<file path="config.mk">
export PLATFORM = sky130hd
export DESIGN_NAME = seq_txn_monitor
export DESIGN_NICKNAME = d
export VERILOG_FILES = /design/src/rtl/seq_mon_pkg.sv /design/src/rtl/smon_capture.sv /design/src/rtl/smon_judge.sv /design/src/rtl/smon_tally.sv /design/src/rtl/seq_txn_monitor.sv
export SDC_FILE = /design/constraint.sdc
export NUM_CORES = 1
export LEC_CHECK = 0
export ABC_AREA = 1
export BUFFER_PORTS_ARGS = -buffer_cell sky130_fd_sc_hd__buf_2
export CORE_UTILIZATION = 48
export CTS_BUF_LIST = sky130_fd_sc_hd__clkbuf_16
export CTS_CLUSTER_DIAMETER = 40
export DETAILED_ROUTE_END_ITERATION = 10
export GPL_TIMING_DRIVEN = 0
export HOLD_SLACK_MARGIN = 0.1
export MAX_ROUTING_LAYER = met4
export PLACE_DENSITY = 0.76
export RECOVER_POWER = 25
export SETUP_SLACK_MARGIN = 0.05
export SYNTH_ARGS = -nofsm -noshare
export SYNTH_HDL_FRONTEND = slang
export SYNTH_HIERARCHICAL = 1
export SYNTH_SLANG_ARGS = --single-unit
export TNS_END_PERCENT = 30
</file>
<file path="constraint.sdc">
create_clock -name clk -period 1.7 [get_ports clk]
set_input_delay 0.255 -clock clk [delete_from_list [all_inputs] [get_ports clk]]
set_output_delay 0.255 -clock clk [all_outputs]
set_load 0.005 [all_outputs]
</file>
<file path="src/rtl/seq_mon_pkg.sv">
package seq_mon_pkg;

    // Per-cycle verdict of one sampled edge
    typedef struct packed {
        logic order;   // completion with no request seen
        logic data;    // returned data differs from reference
    } err_flags_t;

    localparam err_flags_t NO_ERR = '{order: 1'b0, data: 1'b0};

endpackage

</file>
<file path="src/rtl/smon_capture.sv">
module smon_capture #(
    parameter int DATA_W = 8
) (
    input  logic              clk,
    input  logic              rst,
    input  logic              start_i,
    input  logic [DATA_W-1:0] data_in_i,
    output logic              seen_o,
    output logic [DATA_W-1:0] ref_o
);

    typedef struct packed {
        logic              seen;
        logic [DATA_W-1:0] ref_val;
    } cap_t;

    cap_t cap_d;
    cap_t cap_q = '0;

    always_comb begin
        cap_d = cap_q;
        if (rst) begin
            cap_d = '0;
        end else if (start_i) begin
            cap_d.seen    = 1'b1;
            cap_d.ref_val = data_in_i;
        end
    end

    always_ff @(posedge clk) begin
        cap_q <= cap_d;
    end

    assign seen_o = cap_q.seen;
    assign ref_o  = cap_q.ref_val;

    // a request loads the data sampled on the same edge
    p_capture_latest_r1: assert property (@(posedge clk) disable iff (rst)
        start_i |=> (ref_o == $past(data_in_i)));

    // reset clears the request-seen flag
    p_reset_rearm_r7: assert property (@(posedge clk)
        rst |=> !seen_o);

endmodule

</file>
<file path="src/rtl/smon_judge.sv">
module smon_judge
    import seq_mon_pkg::*;
#(
    parameter int DATA_W = 8
) (
    input  logic              clk,
    input  logic              rst,
    input  logic              complete_i,
    input  logic [DATA_W-1:0] data_out_i,
    input  logic              seen_i,
    input  logic [DATA_W-1:0] ref_i,
    output err_flags_t        flags_next_o,
    output err_flags_t        flags_o
);

    err_flags_t flags_d;
    err_flags_t flags_q = NO_ERR;

    always_comb begin
        flags_d = NO_ERR;
        if (!rst && complete_i) begin
            if (!seen_i) begin
                flags_d.order = 1'b1;
            end else if (data_out_i != ref_i) begin
                flags_d.data = 1'b1;
            end
        end
    end

    always_ff @(posedge clk) begin
        flags_q <= flags_d;
    end

    assign flags_next_o = flags_d;
    assign flags_o      = flags_q;

    // completion before any request flags an ordering error only
    p_early_complete_r2: assert property (@(posedge clk) disable iff (rst)
        (complete_i && !seen_i) |=> (flags_o.order && !flags_o.data));

    // mismatch on a valid completion flags a data error
    p_mismatch_r3: assert property (@(posedge clk) disable iff (rst)
        (complete_i && seen_i && (data_out_i != ref_i)) |=> flags_o.data);

    // match on a valid completion stays quiet
    p_match_quiet_r4: assert property (@(posedge clk) disable iff (rst)
        (complete_i && seen_i && (data_out_i == ref_i)) |=> (flags_o == NO_ERR));

    // no completion, no error
    p_idle_quiet_r5: assert property (@(posedge clk) disable iff (rst)
        !complete_i |=> (flags_o == NO_ERR));

    // reset suppresses error pulses
    p_reset_quiet_r7: assert property (@(posedge clk)
        rst |=> (flags_o == NO_ERR));

    // the two errors never pulse together
    p_exclusive_r3: assert property (@(posedge clk) disable iff (rst)
        !(flags_o.order && flags_o.data));

endmodule

</file>
<file path="src/rtl/smon_tally.sv">
module smon_tally
    import seq_mon_pkg::*;
#(
    parameter int CNT_W = 4
) (
    input  logic             clk,
    input  logic             rst,
    input  err_flags_t       flags_next_i,
    output logic             sticky_o,
    output logic [CNT_W-1:0] count_o
);

    localparam logic [CNT_W-1:0] CNT_MAX = {CNT_W{1'b1}};

    typedef struct packed {
        logic             sticky;
        logic [CNT_W-1:0] count;
    } tally_t;

    tally_t tal_d;
    tally_t tal_q = '0;
    logic   hit;

    assign hit = flags_next_i.order | flags_next_i.data;

    always_comb begin
        tal_d = tal_q;
        if (rst) begin
            tal_d = '0;
        end else if (hit) begin
            tal_d.sticky = 1'b1;
            if (tal_q.count != CNT_MAX) begin
                tal_d.count = tal_q.count + 1'b1;
            end
        end
    end

    always_ff @(posedge clk) begin
        tal_q <= tal_d;
    end

    assign sticky_o = tal_q.sticky;
    assign count_o  = tal_q.count;

    // sticky flag holds until reset
    p_sticky_hold_r9: assert property (@(posedge clk) disable iff (rst)
        sticky_o |=> sticky_o);

    // counter stops at its ceiling
    p_no_overflow_r10: assert property (@(posedge clk) disable iff (rst)
        (count_o == CNT_MAX) |=> (count_o == CNT_MAX));

    // counter steps by one per error below the ceiling
    p_count_step_r10: assert property (@(posedge clk) disable iff (rst)
        (hit && (count_o != CNT_MAX)) |=> (count_o == $past(count_o) + 1'b1));

    // reset clears sticky and count
    p_reset_clear_r7: assert property (@(posedge clk)
        rst |=> (!sticky_o && (count_o == '0)));

endmodule

</file>
<file path="src/rtl/seq_txn_monitor.sv">
module seq_txn_monitor
    import seq_mon_pkg::*;
#(
    parameter int DATA_W = 8,
    parameter int CNT_W  = 4
) (
    input  logic              clk,
    input  logic              rst,
    input  logic              start_i,
    input  logic              complete_i,
    input  logic [DATA_W-1:0] data_in_i,
    input  logic [DATA_W-1:0] data_out_i,
    output logic              order_err_o,
    output logic              data_err_o,
    output logic              err_sticky_o,
    output logic [CNT_W-1:0]  err_count_o
);

    logic              seen;
    logic [DATA_W-1:0] ref_val;
    err_flags_t        flags_next;
    err_flags_t        flags;

    smon_capture #(.DATA_W(DATA_W)) u_capture (
        .clk       (clk),
        .rst       (rst),
        .start_i   (start_i),
        .data_in_i (data_in_i),
        .seen_o    (seen),
        .ref_o     (ref_val)
    );

    smon_judge #(.DATA_W(DATA_W)) u_judge (
        .clk          (clk),
        .rst          (rst),
        .complete_i   (complete_i),
        .data_out_i   (data_out_i),
        .seen_i       (seen),
        .ref_i        (ref_val),
        .flags_next_o (flags_next),
        .flags_o      (flags)
    );

    smon_tally #(.CNT_W(CNT_W)) u_tally (
        .clk          (clk),
        .rst          (rst),
        .flags_next_i (flags_next),
        .sticky_o     (err_sticky_o),
        .count_o      (err_count_o)
    );

    assign order_err_o = flags.order;
    assign data_err_o  = flags.data;

    // any error pulse comes with the sticky flag set
    p_pulse_sets_sticky_r9: assert property (@(posedge clk) disable iff (rst)
        (order_err_o || data_err_o) |-> err_sticky_o);

endmodule

</file>
==> results of run 1 <==
-- power groups by stage --
stage                     Combinational (mW)  Sequential [mW]  Clock, mW
after detailed placement               0.133            0.424          0
after floorplan                       0.0866            0.423          0
final                                  0.132            0.417      0.450
after global routing                   0.155            0.421      0.487
after CTS                              0.133            0.417      0.465
after global placement                 0.129            0.423          0
-- cell type report --
type,count,area (um2),share of cell area [%]
Multi-Input combinational cell,95,397,36.9
Sequential cell,16,320,29.8
Timing Repair Buffer,25,124,11.5
Inverter,30,113,10.5
Clock buffer,3,75.1,6.98
Buffer,2,22.5,2.10
Tap cell,16,20.0,1.86
Clock inverter,1,3.75,0.349
-- synth_stat cells (all sizes together) --
master and count:
o21ai 1, inv 30, nor2 39, nand3 4, nand2 49, ha 1, dfxtp 16, nand4 1
buf 2
-- worst max-delay path, cell delays in order, from the launching register on --
cell	delay [ns]
dfxtp_1	0.34
inv_1	0.05
nand2_1	0.05
nand2_1	0.05
nor2_1	0.13
nand2_1	0.07
nor2_1	0.10
nor2_1	0.06
inv_1	0.08
nand2_4	0.06
nand2_2	0.09
inv_2	0.05
nor2_1	0.08
nor2_1	0.05
-- through the flow --
step	std cells	power, mW
finish	188	0.999
global placement	184	0.551
global route	188	1.06
detailed placement	184	0.557
floorplan	143	0.509
CTS	188	1.01
-- worst max-delay path by stage --
stage | startpoint | endpoint | slack, ns
2_1_floorplan | u_capture/ref_o[1] | u_tally/count_o[1] | 0.50
3_3_place_gp | data_out_i[1] | u_tally/count_o[0] | 0.37
3_5_place_dp | data_out_i[1] | u_tally/count_o[0] | 0.33
4_1_cts | u_capture/ref_o[1] | u_tally/count_o[1] | 0.33
5_1_grt | u_capture/ref_o[2] | u_tally/count_o[0] | 0.15
6_report | u_capture/ref_o[1] | u_tally/count_o[1] | 0.32
-- cells in the final DEF (no fill, tap or decap), drive strengths merged --
master / count
buf: 26
nand3: 4
dfxtp: 16
clkinv: 1
nand2: 49
o21ai: 1
inv: 30
ha: 1
nand4: 1
clkbuf: 4
nor2: 39
-- per-layer routing --
layer	vias up	GRT usage [%]	wire (um)
met5	-	-	0
met4	0	9.09	12
met3	4	3.67	70
met2	25	31.8	724
met1	359	23.3	734
li1	465	-	-
-- kinds of logic (layout without fill, tap and decap cells) --
| kind of cell | after synthesis | after routing | share of synthesized area (%) |
|---|---|---|---|
| fa+ha+maj | 1 | 1 | 1.47 |
| flops | 16 | 16 | 37.6 |
| buf+inv | 32 | 61 | 15.9 |
| compound gates | 1 | 1 | 0.587 |
| simple gates | 93 | 93 | 44.5 |
-- registers in the layout (all words and copies together), names as in the netlist --
signal and count:
u_capture/ref_o 8, u_tally/count_o 4, u_judge/flags_o 2, u_capture/seen_o 1, u_tally/sticky_o 1
==> results.md, run 1 <==
- RSZ-0062 raised after global routing: no
- # port buffers: 25
- Setup repair bufs after CTS: 0
- Switching Share: a little under a quarter
- Post-Syn Instances: about 140
- Syn avg cell area: 5.96 um2
- CTS root buf: clkbuf_16
- MaxCap Viol Count: 0
- Final Util: just under 70%
- Layout area overhead: 26.1%
- Yosys reg bits: 16
- Hpwl dp: around 1200 um
- Worst hold slack: 0.268 ns
- Largest net degree at the start of global routing: 11
- Antenna-violating nets left: 0
- Rows: 14
- Hold Violations, Final: 0
- Wire length per cell: 8.21 um
- Setup slack at placement: between 0.3 and 0.4 ns
- Grt total ovfl: 0
- Post-CTS sizing: 0
- Worst setup margin: ~0.32 ns
- Combinational power share: a little over an eighth
- Net Count, Synth: 164
- Violated checks: DRC
- 1st-pass router iterations: 7
- RR Endpoint: u_tally/count_o[1]
- Routed vias/inst: approximately 4.5
- Number of global-route vias before repair: 733
- Max-slew headroom: about 83%
- R2R setup slack: about 0.32 ns
- Final setup viols: 0
- Post-route setup TNS: 0 ns
- Seq pwr share: roughly two fifths
- CP Data Required Time: around 1.8 ns
- CTS tree: built
- GR Util All Layers: 19.6%
- NumNets Final: 194
- Die width: approximately 44 um
- CTS Hold Bufs: 0
- Sink Count: 16
- DIE AREA: 1950 um2
- Area contributors post-synth: dfxtp_1 38%, nand2_1 20%, nor2_1 17%, inv_1 13%, buf_6 2.6%
- Clock power frac: approximately 45%
- Crit share post-route: between 80% and 90%
- Clock Latency Late Sink: between 0.2 and 0.25 ns
- Cts bufs inserted: 3
- Hold Path End: u_judge/flags_o[1]
- Post-synth cell types: 14
- R2R depth: 13
- Layout cells sized above 1: a little over a fifth
- Sequential area share after synthesis: 37.6%
- Run status: complete, but fails checks
- # DRC: 1
- Max Transition Viols Final: 0
- H-tree depth: 1
- Top Ports: 27
- Worst Tran Pin Value: 0.258 ns
- P_sw: ~0.23 mW
- DP Area: ~1000 um2
- N_diodes: 0
- Antenna violations before repair: 0
- Mapped cell area: 852 um2
- Cell internal pwr: 0.771 mW
- Critical path class: register to register
- Vias: about 850
- Synth warnings: 6
- Post-synth top area share: a little under two fifths
- Startpoint Class: register
- Worst vdd ir: 0.623 mV
- Placer Congestion: about 0.75
- Maximum clock frequency: 0.723 GHz
- Clk slew on worst S/H paths: 0.05 ns
- Aggregate routed wire length: ~1500 um
- First-pass GRT wire length: ~2700 um
- Hold depth: 3
- Yosys top cell by area: dfxtp_1
- Reg2reg start: u_capture/ref_o[1]
- Pleak: roughly 0.64 nW
- CORE AREA: around 1600 um2
- DRT iter0 DRCs: 18
- Final min period: ~1.4 ns
- Crit Path Max Fanout: 4
- CP arrival: about 1.5 ns
- Die Y: roughly 44 um
- Min-delay worst type: primary input to register
- Clock Tree Buf Depth: 2
- Power per cell area: approximately 930 nW/um2
- Starting Density: 54.0%
- CP endpoint kind: register
- Hold Startpoint: complete_i
- Finished Cell Area: 1070 um2
- Layout fillers: approximately 150
- Fin Clk Skew: 0.00302 ns
(Power assumes the default switching activity.)
==> run 2, diff against run 1 <==
--- a/config.mk
+++ b/config.mk
@@ -5,16 +5,16 @@
 export SDC_FILE = /design/constraint.sdc
 export NUM_CORES = 1
 export LEC_CHECK = 0
-export ABC_AREA = 1
+export ABC_AREA = 0
 export BUFFER_PORTS_ARGS = -buffer_cell sky130_fd_sc_hd__buf_2
-export CORE_UTILIZATION = 48
+export CORE_UTILIZATION = 45
 export CTS_BUF_LIST = sky130_fd_sc_hd__clkbuf_16
 export CTS_CLUSTER_DIAMETER = 40
 export DETAILED_ROUTE_END_ITERATION = 10
 export GPL_TIMING_DRIVEN = 0
 export HOLD_SLACK_MARGIN = 0.1
 export MAX_ROUTING_LAYER = met4
-export PLACE_DENSITY = 0.76
+export PLACE_DENSITY = 0.75
 export RECOVER_POWER = 25
 export SETUP_SLACK_MARGIN = 0.05
 export SYNTH_ARGS = -nofsm -noshare
==> constraint.sdc (replaced) <==
create_clock -name clk -period 1.5 [get_ports clk]
set_input_delay 0.225 -clock clk [delete_from_list [all_inputs] [get_ports clk]]
set_output_delay 0.225 -clock clk [all_outputs]
set_load 0.005 [all_outputs]
==> results.md, run 2 <==
- Total power: 1.12 mW (+12%)
- Placer Congestion: 0.711 (-5.7%)
- Startpoint Class: register
- Yosys top cell by area: dfxtp_1
- Final Util: 73.3% (+5.1 points)
- Buf/Inv on CP: 0 (-3)
- Post-synth top area share: 46.0% (+8.4 points)
- Final setup viols: 4 (+4)
- Worst path slowest cell: nor4_2
- 1st-pass router iterations: 4 (-3)
- Antenna-violating nets left: 0 (unchanged)
- Wire length per cell: 14.1 um (+72%)
- MaxCap Viol Count: 0 (unchanged)
- DIE AREA: 1710 um2 (-12%)
- Crit path cell chain: xor2_1 -> nor4_2 -> a21oi_2 -> nor2_2 -> a31oi_4 -> mux2_4
- Hold Violations, Final: 0 (unchanged)
- Worst vdd ir: 0.869 mV (+39%)
- Die Y: 41.4 um (-6.3%)
- Worst path top cell family by delay: simple AND/OR/NAND/NOR gates
- Power per cell area: 1120 nW/um2 (+20%)
- Post-Syn Instances: 68 (-52%)
- GR Util All Layers: 21.7% (+2.2 points)
- Sink Count: 16 (unchanged)
- Syn avg cell area: 10.2 um2 (+72%)
- Crit Path Max Fanout: 4 (unchanged)
- CTS Hold Bufs: 0 (unchanged)
- Min-delay worst type: primary input to register
- Post-synth ARST share: 0% (unchanged)
- Post-synth cell types: 20 (+6)
- Layout area overhead: 43.6%
- EDFF count, synth: 0 (unchanged)
- Critical path class: register to register
- Grt total ovfl: 0 (unchanged)
- Clk slew on worst S/H paths: 0.05 ns (about the same)
- Layout cells sized above 1: 49.0% (+28 points)
- Violated checks: setup timing
- Clock Tree Buf Depth: 2 (unchanged)
- Aggregate routed wire length: 1630 um (+5.3%)
- CP arrival: 1.76 ns (+0.24 ns)
- Largest register FFs: 8 (unchanged)
- Net Count, Synth: 89 (-46%)
- Cts bufs inserted: 3 (unchanged)
- Worst Tran Pin Value: 0.428 ns (+0.170 ns)
- DRT iter0 DRCs: 3 (-15)
- Synth cell count leaders: 16 x dfxtp_1, 13 x nor2_1, 9 x mux2i_1
- Clock Latency Late Sink: 0.24 ns (about the same)
- Pleak: 0.468 nW (-27%)
- Starting Density: 51.0% (-3.0 points)
- NumNets Final: 122 (-37%)
- Most frequent cells in the layout: 25 x buf_2, 12 x nor2_1, 11 x dfxtp_1
- Main synth FF type: dfxtp_1
- Crit share post-route: 109% (+27 points)
- CORE AREA: 1370 um2 (-13%)
- CTS root buf: clkbuf_16
- Area contributors post-synth: dfxtp_1 46%, mux2i_1 13%, xor2_1 10%, nor2_1 7.0%, a31oi_4 3.1%
- Worst hold slack: 0.218 ns (-0.0502 ns)
- CTS tree: built
- Die width: 41.4 um (-6.3%)
- Largest net degree at the start of global routing: 11 (unchanged)
- # port buffers: 25 (unchanged)
- Commonest non-fill, non-tap cell in the layout: buf_2
- # DRC: 0 (-1)
- Fin Clk Skew: 0.00317 ns (+0.000155 ns)
- Worst setup margin: -0.132 ns (-0.449 ns)
- Top Ports: 27 (unchanged)
- First-pass GRT wire length: 2240 um (-18%)
- Antenna violations before repair: 0 (unchanged)
- Synth warnings: 6 (unchanged)
- Dpl cells: 108 (-41%)
- Run status: complete, but fails checks
- CP peak stage delay: 0.35 ns (about the same)
- Top-count cell post-synth: dfxtp_1
- H-tree depth: 1 (unchanged)
- Finished Layout Cells: 115 (-39%)
- Final min period: 1.63 ns (+0.249 ns)
- N_diodes: 0 (unchanged)
- CP endpoint kind: register
- Vias: 603 (-29%)
- Routed vias/inst: 5.24 (+16%)
- Number of global-route vias before repair: 567 (-23%)
- Rows: 13 (-1)
- Hpwl dp: 1060 um (-9.2%)
- RSZ-0062 raised after global routing: yes
- CP Data Required Time: 1.63 ns (-0.20 ns)
- Yosys reg bits: 16 (unchanged)
- Post-route setup TNS: -0.283 ns (-0.283 ns)
- Max-slew headroom: 71.3% (-11 points)
- Max Transition Viols Final: 0 (unchanged)
- Maximum clock frequency: 0.613 GHz (-15%)
- Mapped cell area: 697 um2 (-18%)
- Sequential area share after synthesis: 46.0% (+8.4 points)
## run 2: power by group
group          switching (mW)  internal (mW)
sequential             0.0186          0.451
clock                   0.159          0.353
combinational          0.0645         0.0727
total                   0.243          0.877
## run 2: timing repair
item	4_1_cts	5_1_grt
pin swaps	1	6
resized for setup	5	7
setup endpoints to repair	4	5
buffers inserted	1	2
cloned	0	0
## run 2: path summary, 6_finish.rpt
| kind | startpoint | slack (ns) | endpoint | cells past startpoint |
|---|---|---|---|---|
| setup / recovery | u_capture/ref_o[1] | -0.13 | u_tally/count_o[0] | 6 |
| setup reg to reg | u_capture/ref_o[1] | -0.13 | u_tally/count_o[0] | 6 |
| hold reg to reg | u_tally/sticky_o | 0.48 | u_tally/sticky_o | 2 |
| hold / removal | data_in_i[3] | 0.22 | u_capture/ref_o[3] | 3 |
## run 2: cell type report
class | count | area (um2)
flip-flops and latches | 16 | 327
inverters | 2 | 7.51
fillers | 105 | 365
clock buffers | 3 | 75.1
multi-input cells | 48 | 407
plain buffers | 2 | 15.0
repair buffers | 28 | 148
clock inverters | 1 | 3.75
well taps | 15 | 18.8
## run 2: kinds of logic (layout without fill, tap and decap cells)
kind of cell             after synthesis  count (layout)  synth area share (%)
AND/OR/NAND/NOR                       23              23                  16.0
flip-flops                            16              16                  46.0
multiplexers                          10              10                  15.1
XOR/XNOR                               8               8                  10.1
AO/OA/AOI/OAI                          6               6                  7.90
buffers and inverters                  4              36                  3.23
adder cells (fa/ha/maj)                1               1                  1.80
## run 2: stage by stage
stage	worst slack (ns)	cell area [um2]
4_1_cts	-0.0750	956
3_3_place_gp	-0.194	846
5_1_grt	-0.193	1000
2_1_floorplan	0.0243	702
3_5_place_dp	-0.261	846
6_report	-0.132	1000
## run 2: worst min-delay path, delay by kind of cell
kind / cells / cell delay, ns
AND/OR/NAND/NOR: 1 / 0.07
multiplexers: 1 / 0.06
buffers and inverters: 1 / 0.07
## run 2: metal layers
layer,up-vias,GRT usage (%),wire [um]
li1,296,-,-
met1,287,21.9,601
met2,18,39.8,949
met3,2,4.79,68
met4,0,9.68,5
met5,-,-,0
